===== src/rtl/dchain_pkg.sv =====
package dchain_pkg;

    localparam int WORD_W = 32;
    localparam int LEN_W  = 11;

    localparam int B_GO     = 31;
    localparam int B_SOF    = 30;
    localparam int B_EOF    = 29;
    localparam int B_NOIRQ  = 27;
    localparam int B_MORE   = 24;
    localparam int B_ERR_LO = 11;

    localparam logic [WORD_W-1:0] WB_CLEAR_MASK = 32'h8000_7800;

    typedef enum logic [2:0] {
        ST_IDLE,
        ST_REQ,
        ST_WAIT,
        ST_EMIT,
        ST_WB
    } seq_state_e;

    typedef struct packed {
        logic [29:0]      word_addr;
        logic [1:0]       align;
        logic [LEN_W-1:0] len;
        logic             sof;
        logic             eof;
        logic             noirq;
        logic             more;
    } desc_t;

    function automatic desc_t decode_desc(input logic [WORD_W-1:0] lo,
                                          input logic [WORD_W-1:0] hi);
        desc_t d;
        d.word_addr = lo[31:2];
        d.align     = lo[1:0];
        d.len       = hi[LEN_W-1:0];
        d.sof       = hi[B_SOF];
        d.eof       = hi[B_EOF];
        d.noirq     = hi[B_NOIRQ];
        d.more      = hi[B_MORE];
        return d;
    endfunction

    // valid bytes in the final word, from the trim code
    function automatic logic [2:0] tail_bytes(input logic [1:0] code);
        logic [2:0] n;
        case (code)
            2'b00:   n = 3'd4;
            2'b01:   n = 3'd1;
            2'b10:   n = 3'd2;
            default: n = 3'd3;
        endcase
        return n;
    endfunction

    function automatic logic [3:0] err_code(input logic [1:0] kind);
        return 4'b0001 << kind;
    endfunction

endpackage


===== src/rtl/desc_table.sv =====
module desc_table #(
    parameter int NDESC = 16,
    parameter int IDX_W = 4
) (
    input  logic             clk,
    input  logic             rst,
    input  logic             sw_we,
    input  logic             sw_sel_hi,
    input  logic [IDX_W-1:0] sw_idx,
    input  logic [31:0]      sw_wdata,
    output logic [31:0]      sw_rdata,
    input  logic [IDX_W-1:0] sq_idx,
    output logic [31:0]      sq_lo,
    output logic [31:0]      sq_hi,
    input  logic             wb_we,
    input  logic [IDX_W-1:0] wb_idx,
    input  logic [31:0]      wb_hi
);

    logic [31:0] lo_mem [NDESC];
    logic [31:0] hi_mem [NDESC];

    always_ff @(posedge clk) begin
        if (rst) begin
            for (int i = 0; i < NDESC; i++) begin
                lo_mem[i] <= '0;
                hi_mem[i] <= '0;
            end
        end else begin
            if (sw_we) begin
                if (sw_sel_hi) hi_mem[sw_idx] <= sw_wdata;
                else           lo_mem[sw_idx] <= sw_wdata;
            end
            // sequencer write-back is last, so it wins a same-word clash
            if (wb_we) hi_mem[wb_idx] <= wb_hi;
        end
    end

    assign sw_rdata = sw_sel_hi ? hi_mem[sw_idx] : lo_mem[sw_idx];
    assign sq_lo    = lo_mem[sq_idx];
    assign sq_hi    = hi_mem[sq_idx];

endmodule


===== src/rtl/word_unpack.sv =====
module word_unpack (
    input  logic        clk,
    input  logic        rst,
    input  logic        load,
    input  logic [31:0] load_word,
    input  logic [2:0]  load_nbytes,
    input  logic        load_sof,
    input  logic        load_eof,
    output logic        busy,
    output logic        out_valid,
    input  logic        out_ready,
    output logic [7:0]  out_data,
    output logic        out_sof,
    output logic        out_eof
);

    logic [31:0] word_q;
    logic [2:0]  nb_q;
    logic        sof_q;
    logic        eof_q;
    logic [1:0]  pos_q;
    logic        busy_q;
    logic        at_last;

    assign at_last   = ({1'b0, pos_q} == (nb_q - 3'd1));
    assign busy      = busy_q;
    assign out_valid = busy_q;
    assign out_data  = 8'(word_q >> {pos_q, 3'b000});
    assign out_sof   = busy_q && sof_q && (pos_q == 2'd0);
    assign out_eof   = busy_q && eof_q && at_last;

    always_ff @(posedge clk) begin
        if (rst) begin
            word_q <= '0;
            nb_q   <= '0;
            sof_q  <= 1'b0;
            eof_q  <= 1'b0;
            pos_q  <= '0;
            busy_q <= 1'b0;
        end else if (load) begin
            word_q <= load_word;
            nb_q   <= load_nbytes;
            sof_q  <= load_sof;
            eof_q  <= load_eof;
            pos_q  <= '0;
            busy_q <= 1'b1;
        end else if (busy_q && out_ready) begin
            if (at_last) busy_q <= 1'b0;
            else         pos_q  <= pos_q + 2'd1;
        end
    end

endmodule


===== src/rtl/chain_ctrl.sv =====
module chain_ctrl
    import dchain_pkg::*;
#(
    parameter int IDX_W = 4
) (
    input  logic             clk,
    input  logic             rst,
    input  logic [31:0]      d_lo,
    input  logic [31:0]      d_hi,
    output logic [IDX_W-1:0] cur_idx,
    output logic             wb_we,
    output logic [31:0]      wb_hi,
    output logic             rd_req_valid,
    input  logic             rd_req_ready,
    output logic [31:0]      rd_req_addr,
    input  logic             rd_rsp_valid,
    input  logic [31:0]      rd_rsp_data,
    input  logic             rd_rsp_err,
    input  logic [1:0]       rd_rsp_err_kind,
    output logic             unp_load,
    output logic [31:0]      unp_word,
    output logic [2:0]       unp_nbytes,
    output logic             unp_sof,
    output logic             unp_eof,
    input  logic             unp_busy,
    output logic             irq
);

    seq_state_e       state_q;
    logic [31:0]      lo_q;
    logic [31:0]      hi_q;
    logic [LEN_W-1:0] wcnt_q;
    logic [3:0]       err_q;
    logic [IDX_W-1:0] idx_q;
    logic             irq_q;
    desc_t            cur;
    desc_t            nxt;
    logic             last_word;

    assign cur       = decode_desc(lo_q, hi_q);
    assign nxt       = decode_desc(d_lo, d_hi);
    assign last_word = (wcnt_q == cur.len - LEN_W'(1));

    assign cur_idx      = idx_q;
    assign irq          = irq_q;
    assign rd_req_valid = (state_q == ST_REQ);
    assign rd_req_addr  = {cur.word_addr + 30'(wcnt_q), 2'b00};

    assign unp_load   = (state_q == ST_WAIT) && rd_rsp_valid && !rd_rsp_err;
    assign unp_word   = rd_rsp_data;
    assign unp_nbytes = last_word ? tail_bytes(cur.align) : 3'd4;
    assign unp_sof    = cur.sof && (wcnt_q == '0);
    assign unp_eof    = cur.eof && last_word;

    assign wb_we = (state_q == ST_WB);
    assign wb_hi = (hi_q & ~WB_CLEAR_MASK) | (32'(err_q) << B_ERR_LO);

    always_ff @(posedge clk) begin
        if (rst) begin
            state_q <= ST_IDLE;
            lo_q    <= '0;
            hi_q    <= '0;
            wcnt_q  <= '0;
            err_q   <= '0;
            idx_q   <= '0;
            irq_q   <= 1'b0;
        end else begin
            irq_q <= 1'b0;
            unique case (state_q)
                ST_IDLE: begin
                    if (d_hi[B_GO]) begin
                        lo_q    <= d_lo;
                        hi_q    <= d_hi;
                        wcnt_q  <= '0;
                        err_q   <= '0;
                        state_q <= (nxt.len == '0) ? ST_WB : ST_REQ;
                    end
                end
                ST_REQ: begin
                    if (rd_req_ready) state_q <= ST_WAIT;
                end
                ST_WAIT: begin
                    if (rd_rsp_valid) begin
                        if (rd_rsp_err) begin
                            err_q   <= err_code(rd_rsp_err_kind);
                            state_q <= ST_WB;
                        end else begin
                            state_q <= ST_EMIT;
                        end
                    end
                end
                ST_EMIT: begin
                    if (!unp_busy) begin
                        if (last_word) begin
                            state_q <= ST_WB;
                        end else begin
                            wcnt_q  <= wcnt_q + LEN_W'(1);
                            state_q <= ST_REQ;
                        end
                    end
                end
                ST_WB: begin
                    irq_q <= (err_q != '0) || !cur.noirq;
                    if (err_q == '0 && cur.more) idx_q <= idx_q + IDX_W'(1);
                    state_q <= ST_IDLE;
                end
                default: state_q <= ST_IDLE;
            endcase
        end
    end

endmodule


===== src/rtl/dma_chain_seq.sv =====
module dma_chain_seq #(
    parameter  int NDESC = 16,
    localparam int IDX_W = $clog2(NDESC)
) (
    input  logic             clk,
    input  logic             rst,
    input  logic             sw_we,
    input  logic [IDX_W:0]   sw_addr,
    input  logic [31:0]      sw_wdata,
    output logic [31:0]      sw_rdata,
    output logic             rd_req_valid,
    input  logic             rd_req_ready,
    output logic [31:0]      rd_req_addr,
    input  logic             rd_rsp_valid,
    input  logic [31:0]      rd_rsp_data,
    input  logic             rd_rsp_err,
    input  logic [1:0]       rd_rsp_err_kind,
    output logic             out_valid,
    input  logic             out_ready,
    output logic [7:0]       out_data,
    output logic             out_sof,
    output logic             out_eof,
    output logic             irq,
    output logic [IDX_W-1:0] cur_idx
);

    logic [31:0]      d_lo;
    logic [31:0]      d_hi;
    logic             wb_we;
    logic [31:0]      wb_hi;
    logic             unp_load;
    logic [31:0]      unp_word;
    logic [2:0]       unp_nbytes;
    logic             unp_sof;
    logic             unp_eof;
    logic             unp_busy;

    desc_table #(.NDESC(NDESC), .IDX_W(IDX_W)) u_table (
        .clk       (clk),
        .rst       (rst),
        .sw_we     (sw_we),
        .sw_sel_hi (sw_addr[0]),
        .sw_idx    (sw_addr[IDX_W:1]),
        .sw_wdata  (sw_wdata),
        .sw_rdata  (sw_rdata),
        .sq_idx    (cur_idx),
        .sq_lo     (d_lo),
        .sq_hi     (d_hi),
        .wb_we     (wb_we),
        .wb_idx    (cur_idx),
        .wb_hi     (wb_hi)
    );

    chain_ctrl #(.IDX_W(IDX_W)) u_ctrl (
        .clk             (clk),
        .rst             (rst),
        .d_lo            (d_lo),
        .d_hi            (d_hi),
        .cur_idx         (cur_idx),
        .wb_we           (wb_we),
        .wb_hi           (wb_hi),
        .rd_req_valid    (rd_req_valid),
        .rd_req_ready    (rd_req_ready),
        .rd_req_addr     (rd_req_addr),
        .rd_rsp_valid    (rd_rsp_valid),
        .rd_rsp_data     (rd_rsp_data),
        .rd_rsp_err      (rd_rsp_err),
        .rd_rsp_err_kind (rd_rsp_err_kind),
        .unp_load        (unp_load),
        .unp_word        (unp_word),
        .unp_nbytes      (unp_nbytes),
        .unp_sof         (unp_sof),
        .unp_eof         (unp_eof),
        .unp_busy        (unp_busy),
        .irq             (irq)
    );

    word_unpack u_unpack (
        .clk         (clk),
        .rst         (rst),
        .load        (unp_load),
        .load_word   (unp_word),
        .load_nbytes (unp_nbytes),
        .load_sof    (unp_sof),
        .load_eof    (unp_eof),
        .busy        (unp_busy),
        .out_valid   (out_valid),
        .out_ready   (out_ready),
        .out_data    (out_data),
        .out_sof     (out_sof),
        .out_eof     (out_eof)
    );

endmodule


===== config.mk =====
export PLATFORM = sky130hd
export DESIGN_NAME = dma_chain_seq
export DESIGN_NICKNAME = d
export VERILOG_FILES = /design/src/rtl/dchain_pkg.sv /design/src/rtl/desc_table.sv /design/src/rtl/word_unpack.sv /design/src/rtl/chain_ctrl.sv /design/src/rtl/dma_chain_seq.sv
export SDC_FILE = /design/constraint.sdc
export NUM_CORES = 2
export LEC_CHECK = 0
export BUFFER_PORTS_ARGS = -buffer_cell sky130_fd_sc_hd__buf_2
export CORE_MARGIN = 2
export CORE_UTILIZATION = 57
export CTS_CLUSTER_SIZE = 40
export DETAILED_ROUTE_END_ITERATION = 7
export PLACE_DENSITY = 0.77
export SLEW_MARGIN = 25
export SYNTH_ARGS = -nofsm -noshare
export SYNTH_HDL_FRONTEND = slang
export SYNTH_SLANG_ARGS = --single-unit
export TNS_END_PERCENT = 100

===== constraint.sdc =====
create_clock -name clk -period 3.8 [get_ports clk]
set_input_delay 0.76 -clock clk [delete_from_list [all_inputs] [get_ports clk]]
set_output_delay 0.76 -clock clk [all_outputs]
set_load 0.05 [all_outputs]

======== After elaboration in Yosys (flattened, before gate mapping) ========
Memory sizes are Yosys's and may differ from the RTL's. A register that Yosys moved wholly into a read port is not among the register bits.
Cells that the tools add are included.
Widths: inputs -> output; s select.
cells by class
  bitwise operators ....................... 3
  equal/unequal tests ..................... 14
  add/sub/neg operators ................... 6
  reductions and logical operators ........ 36
  multiplexer cells ....................... 46
  shifts and indexed selects .............. 2
operator list
  operator               count
  $mux 32                4
  $reduce_or 32->1       3
  $mux 11                3
  $mux 4                 8
  $shr 32x5->8           1
  $or 31x15->31          1
  $add 30x11->30         1
  $mux 3                 8
  $logic_not 11->1       2
  $pmux 11 s2            1
  $mux 1                 19
  $pmux 3 s4             1
  $reduce_and 4->1       3
  $add 11x1->11 const B  1
  $eq 11x11->1           1
  $sub 11x1->11 const B  1
  $logic_and 1x1->1      10
  $ne 2x2->1 const B     5
  $pmux 3 s3             1
  $pmux 4 s2             1
  $reduce_and 2->1       4
  $reduce_bool 2->1      4
  $eq 3x2->1 const B     2
  $add 4x1->4 const B    1
  17 further kinds       21
storage, ports and cells
  bits of input ports ..................... 78
  memories kept ........................... 2
  flip-flop bits (word level) ............. 94
  output and inout port bits .............. 81
  memory bits (writable) .................. 1024
  logic and storage cells ................. 121
memories
  name            words  bits a word  read ports  clocked after memory_dff  wr ports  line              text
  u_table.hi_mem  16     32           2           1                         16        desc_table.sv:21  logic [31:0] hi_mem [NDESC];
  u_table.lo_mem  16     32           2           1                         16        desc_table.sv:20  logic [31:0] lo_mem [NDESC];

======== Depth between registers and ports, before layout ========
  depth in word-level cells ............... 6
  gate-level depth with buffers ........... 12
  depth with buffers taken out ............ 11

======== Modules after synthesis ========
A second synthesis with hierarchy kept.
second synthesis, totals
  cells, all modules ...................... 4484
  area total of the unflattened synthesis .. 62686.4 um2
modules (own cells, without submodules)
  module       instances  cells each  sequential area each (um2)  area an instance (um2)
  desc_table   1          3695        30749.5                     56106.3
  chain_ctrl   1          625         1641.6                      4778.3
  word_unpack  1          164         800.8                       1801.7

======== Worst setup path after synthesis ========
No wires, ideal clock.
  path kind ............................... in2out
  start ................................... input sw_addr[1]
  end ..................................... output sw_rdata[0]
  buffers on the path ..................... 3
  data arrival time ....................... 3.192 ns
  cell stages on the path ................. 6
  setup slack ............................. -0.152 ns
  data required time ...................... 3.040 ns
  cells stage by stage .................... clkbuf_1 > clkbuf_1 > buf_1 > mux4_2 > mux4_2 > mux2_2
between the ends
  longest elaborated chain between the ends .. 2
ends and longest elaborated chain
  element                           line                 text
  from (decl)                       dma_chain_seq.sv:8   input logic [IDX_W:0] sw_addr,
  $mem_v2 16x32 (on tied branches)  -
  $mux 32 *                         desc_table.sv:39     assign sw_rdata = sw_sel_hi ? hi_mem[sw_idx] : lo_mem[sw_idx];
  to (decl)                         dma_chain_seq.sv:10  output logic [31:0] sw_rdata,
Every way passes the cells marked *; elsewhere a longest branch is shown, timed or not.

======== Worst setup path in the final report ========
  start ................................... register u_ctrl.lo_q[3] (read register of u_table.lo_mem)
  end ..................................... output rd_req_addr[18]
between the ends
  longest elaborated chain between the ends .. 1
ends and longest elaborated chain
  element         line                 text
  from (decl)     chain_ctrl.sv:30     logic [31:0] lo_q;
  $add 30x11->30  chain_ctrl.sv:47     assign rd_req_addr = {cur.word_addr + 30'(wcnt_q), 2'b00};
  to (decl)       dma_chain_seq.sv:13  output logic [31:0] rd_req_addr,
Every way passes these cells.

==> results.md <==
- The run finished, with violations left.
- The final reports fail on setup timing.
- Measured along the y axis, the die boundary spans 337.2 µm.
- The final estimated routing congestion in global placement is 0.9827.
- The number of max-slew violations in the final report is 0.
- sky130_fd_sc_hd__edfxtp_1 takes more of the synthesized area than any other cell.
- Relative to the synthesized area, the layout overhead comes to 13.17%.
- The number of hold-slack violations in the final timing report was 0.
- The commonest cells after synthesis are sky130_fd_sc_hd__nand2_1 (1196), sky130_fd_sc_hd__edfxtp_1 (1008), sky130_fd_sc_hd__mux4_2 (603).
- After the last flow step, the layout net total stands at 5229.
- The worst hold path belongs to the class primary input to register.
- The ratio of routed vias to standard cells is 7.122.
- The leakage power of the design is between 20 and 25 nW.
- The average wire per cell in the routed design is 32.20 µm.
- In this run the worst path has a maximum fanout of 4.
- The average cell area after synthesis is 12.25 µm².
- The count of TritonRoute iterations in the first routing pass is 6.
- The peak ir drop on the vdd network is 0.4531 mV.
- In this run the standard cell core region covers 0.1104 mm².
- The floorplan row count is 122.
- The sum of net half-perimeters after detailed placement is around 130000 µm.
- The final clock skew is 0.02725 ns.
- The share of synthesized flip-flops with an asynchronous set or reset is 0.
- In the synthesized netlist, the number of instances is between 5000 and 6000.
- The number of CTS-inserted buffers is approximately 120.
- Data on the critical path arrives at its endpoint at 3.39 ns.
- The critical path is of the register to output port type.
- The die outline area is between 0.1 and 0.15 mm².
- After detailed placement, the design holds a cell count of 6472.
- In this run the horizontal extent of the chip is 337.2 µm.
- The detailed-route via count is 47910.
- The mapped netlist covers 0.06327 mm².
- The count of routing violations after the opening detailed-route iteration is 9010.
- For this design the top-level I/O count stands at 159.
- The clock sink count is 1150.
- Ranked by total cell area, the synthesized netlist is headed by sky130_fd_sc_hd__edfxtp_1 (48%), sky130_fd_sc_hd__mux4_2 (21%), sky130_fd_sc_hd__nand2_1 (7.1%), sky130_fd_sc_hd__and2_1 (5.1%), sky130_fd_sc_hd__dfxtp_1 (4.5%).
- The headroom to the max-slew limit is 0.2096.
- After clock tree synthesis, the flow added hold-fix buffers numbering 0.
- For the worst setup path, the data required time is 3.04 ns.
- The total placed instance area is 0.06664 mm².
- TritonCTS built the clock tree.
- The tree is rooted in a sky130_fd_sc_hd__clkbuf_16.
- The portion of synthesized cell area occupied by the leading cell type is 0.4784.
- For the finished layout, the period the worst path requires is roughly 4.1 ns.
- After layout, the design draws a total of 29.90 mW.
- The post-detailed-route DRC marker count is 0.
- The clock reaches the later pin of the worst-skew pair after between 0.7 and 0.8 ns.
- The met3 wirelength from detailed routing is around 38000 µm.
- The via count of the first global-routing pass is 46610.
- The most frequent cell after synthesis is sky130_fd_sc_hd__nand2_1.
- The final cell area excluding filler cells is 0.07160 mm².
- Timing would allow up to 241.1 MHz.
- The ratio of total power to cell area is 417.6 mW/mm².
- Hold is met by 0.2532 ns.
- Across the run, the number of max-cap violations was 0.
- The worst-case clock buffer depth is 3.
- Setup repair after global routing could not meet its margin everywhere.
- After clock tree synthesis, the clock-pin slew on the worst setup and hold paths is 0.07 ns.
- The detailed-routed wire length on met2 is 94120 µm.
- The flip-flop cell with the highest count after synthesis is sky130_fd_sc_hd__edfxtp_1.
- The share of the clock period used by the worst path after layout is 1.092.
- The global-route wire length before repair is 309600 µm.
- The share of the Yosys chip area taken by registers is 0.5234.
- Summed over all layers, the routed wires come to 216700 µm.
- The final setup violation count is 18.
- Across every metal layer, demand over resource in global routing totals 0.3800.
- The initial antenna violation count is 19.
- The number of I/O port buffers is 156.
- The number of different library cells in the post-synthesis netlist is 54.
- The CTS H-tree depth is 3.
- STA classifies the critical path startpoint as a register.
- STA classifies the critical path endpoint as an output port.
- The count of nets left with antenna violations once routing finished came out at 0.
- The maximum number of pins on one net before global-route repair is 85.
- The initial cell density of the core is 0.5733.
- The highest routing layer actually used is met5.
- Of the cells placed in the final design, the portion with a size suffix greater than 1 is 0.2660.
- The synthesized design contains 1008 enable-type register cells.
- In this run, synthesis produced a sequential element count of 1150.
- The transition time at the pin with the least slew margin is 1.184 ns.
- The total routed wire length on the met1 layer is 68920 µm.
- The final standard cell count with taps included and fillers excluded is 6728.
- The Yosys step of the flow raised 0 warnings.
- The total overflow left after global routing is 0.
- Once routing completed, OpenROAD measured the worst setup slack at -0.3482 ns.
- The number of fill cells is 7623.
cells in the final DEF, fill, tap and decap left out, types with 8 or more instances in the layout:
cell type	n
sky130_fd_sc_hd__nor3_1	15
sky130_fd_sc_hd__and2_1	516
sky130_fd_sc_hd__clkinv_2	31
sky130_fd_sc_hd__a21oi_1	118
sky130_fd_sc_hd__clkinvlp_4	10
sky130_fd_sc_hd__buf_2	126
sky130_fd_sc_hd__buf_6	22
sky130_fd_sc_hd__edfxtp_1	1008
sky130_fd_sc_hd__nand3_1	19
sky130_fd_sc_hd__nor2b_1	11
sky130_fd_sc_hd__nor2_4	45
sky130_fd_sc_hd__nand2_1	1196
sky130_fd_sc_hd__a21o_1	9
sky130_fd_sc_hd__dfxtp_1	127
sky130_fd_sc_hd__xnor2_1	31
sky130_fd_sc_hd__mux2_2	33
sky130_fd_sc_hd__nor3b_1	23
sky130_fd_sc_hd__mux2i_1	41
sky130_fd_sc_hd__clkbuf_8	9
sky130_fd_sc_hd__or3_2	16
sky130_fd_sc_hd__a221oi_1	14
sky130_fd_sc_hd__and3_1	8
sky130_fd_sc_hd__o21ai_0	509
sky130_fd_sc_hd__nand2b_1	11
sky130_fd_sc_hd__ha_1	14
sky130_fd_sc_hd__clkbuf_1	14
sky130_fd_sc_hd__buf_4	187
sky130_fd_sc_hd__buf_12	52
sky130_fd_sc_hd__inv_1	22
sky130_fd_sc_hd__bufinv_16	19
sky130_fd_sc_hd__dfxtp_2	10
sky130_fd_sc_hd__nor2_1	65
sky130_fd_sc_hd__clkbuf_16	123
sky130_fd_sc_hd__mux4_2	603
sky130_fd_sc_hd__or2_2	18
sky130_fd_sc_hd__xnor2_2	12
power by group:
part           leakage (nW)  total, mW  switching [mW]  internal, mW
registers              10.8       14.7           0.372          14.3
clock network          2.00       12.4            5.24          7.20
logic                  10.2       2.77            1.62          1.15
registers in the layout (all words and copies together) (netlist names), named ones only:
name / cells
u_unpack.busy: 1
u_unpack.eof_q: 1
u_ctrl.state_q: 3
u_table.lo_mem: 512
u_unpack.word_q: 32
u_table.hi_mem: 512
u_ctrl.lo_q: 32
u_ctrl.wcnt_q: 11
u_unpack.nb_q: 3
u_unpack.pos_q: 2
u_ctrl.irq: 1
u_ctrl.cur_idx: 4
u_ctrl.err_q: 4
u_ctrl.hi_q: 27
u_unpack.sof_q: 1
path summary, 6_finish.rpt:
check	from	slack, ns	to	cells after the start
setup / recovery	u_ctrl.lo_q[3]	-0.35	rd_req_addr[18]	14
setup reg to reg	register	0.49	u_ctrl.state_q[0]	9
hold / removal	rd_rsp_data[19]	0.25	u_unpack.word_q[19]	3
hold reg to reg	u_unpack.word_q[25]	0.45	u_unpack.word_q[25]	2
per-stage QoR:
step | TNS, ns | util | setup slack (ns)
finish | -3.824 | 0.6488 | -0.3482
global placement | 0 | 0.6038 | 0.003787
floorplan | 0 | - | 0.05553
CTS | -3.016 | 0.6445 | -0.3462
global route | -6.528 | 0.6487 | -0.5389
detailed placement | -0.09079 | 0.6038 | -0.03249
kinds of logic after synthesis:
| family | count (synthesis) | synth area share |
|---|---|---|
| simple gates | 1991 | 0.1453 |
| flops | 1150 | 0.5234 |
| compound gates | 692 | 0.05741 |
| mux | 678 | 0.2272 |
| buf+inv | 578 | 0.03502 |
| xor+xnor | 53 | 0.007337 |
| fa+ha+maj | 21 | 0.004272 |
| other cells | 1 | 0.00005927 |
routing by layer:
layer  global-route usage  vias to the layer above
li1                     -                    18870
met1               0.4955                    23080
met2               0.5587                     4914
met3               0.1259                     1029
met4               0.2248                       20
met5                    0                        -
critical path, stage by stage, from the launching register on:
cell,delay [ns]
sky130_fd_sc_hd__dfxtp_1,0.40
sky130_fd_sc_hd__inv_1,0.10
sky130_fd_sc_hd__fa_2,0.36
sky130_fd_sc_hd__nor2b_1,0.12
sky130_fd_sc_hd__o21a_1,0.16
sky130_fd_sc_hd__o21ai_2,0.08
sky130_fd_sc_hd__a21oi_2,0.21
sky130_fd_sc_hd__o2111ai_4,0.13
sky130_fd_sc_hd__buf_4,0.17
sky130_fd_sc_hd__buf_6,0.11
sky130_fd_sc_hd__a31oi_4,0.17
sky130_fd_sc_hd__buf_4,0.15
sky130_fd_sc_hd__o21ai_2,0.06
sky130_fd_sc_hd__xnor2_2,0.24
sky130_fd_sc_hd__buf_12,0.17
final cells by class:
cell class,instances,area (µm²),share of cell area
sequential,1150,33140,0.4629
multi-input combinational,3437,28720,0.4012
timing repair buffer,402,3661,0.05113
clock buffer,142,3154,0.04405
tap,1488,1862,0.02600
clock inverter,78,949.7,0.01326
inverter,24,90.09,0.001258
antenna,7,17.52,0.0002446
what timing repair did:
item                       CTS  global route
setup buffers                7            20
setup endpoints to repair   27            33
gates cloned                 1             3
gates resized for setup     77            59
pin swaps                   24            26
Note: power is estimated with default switching activity, not from simulation.
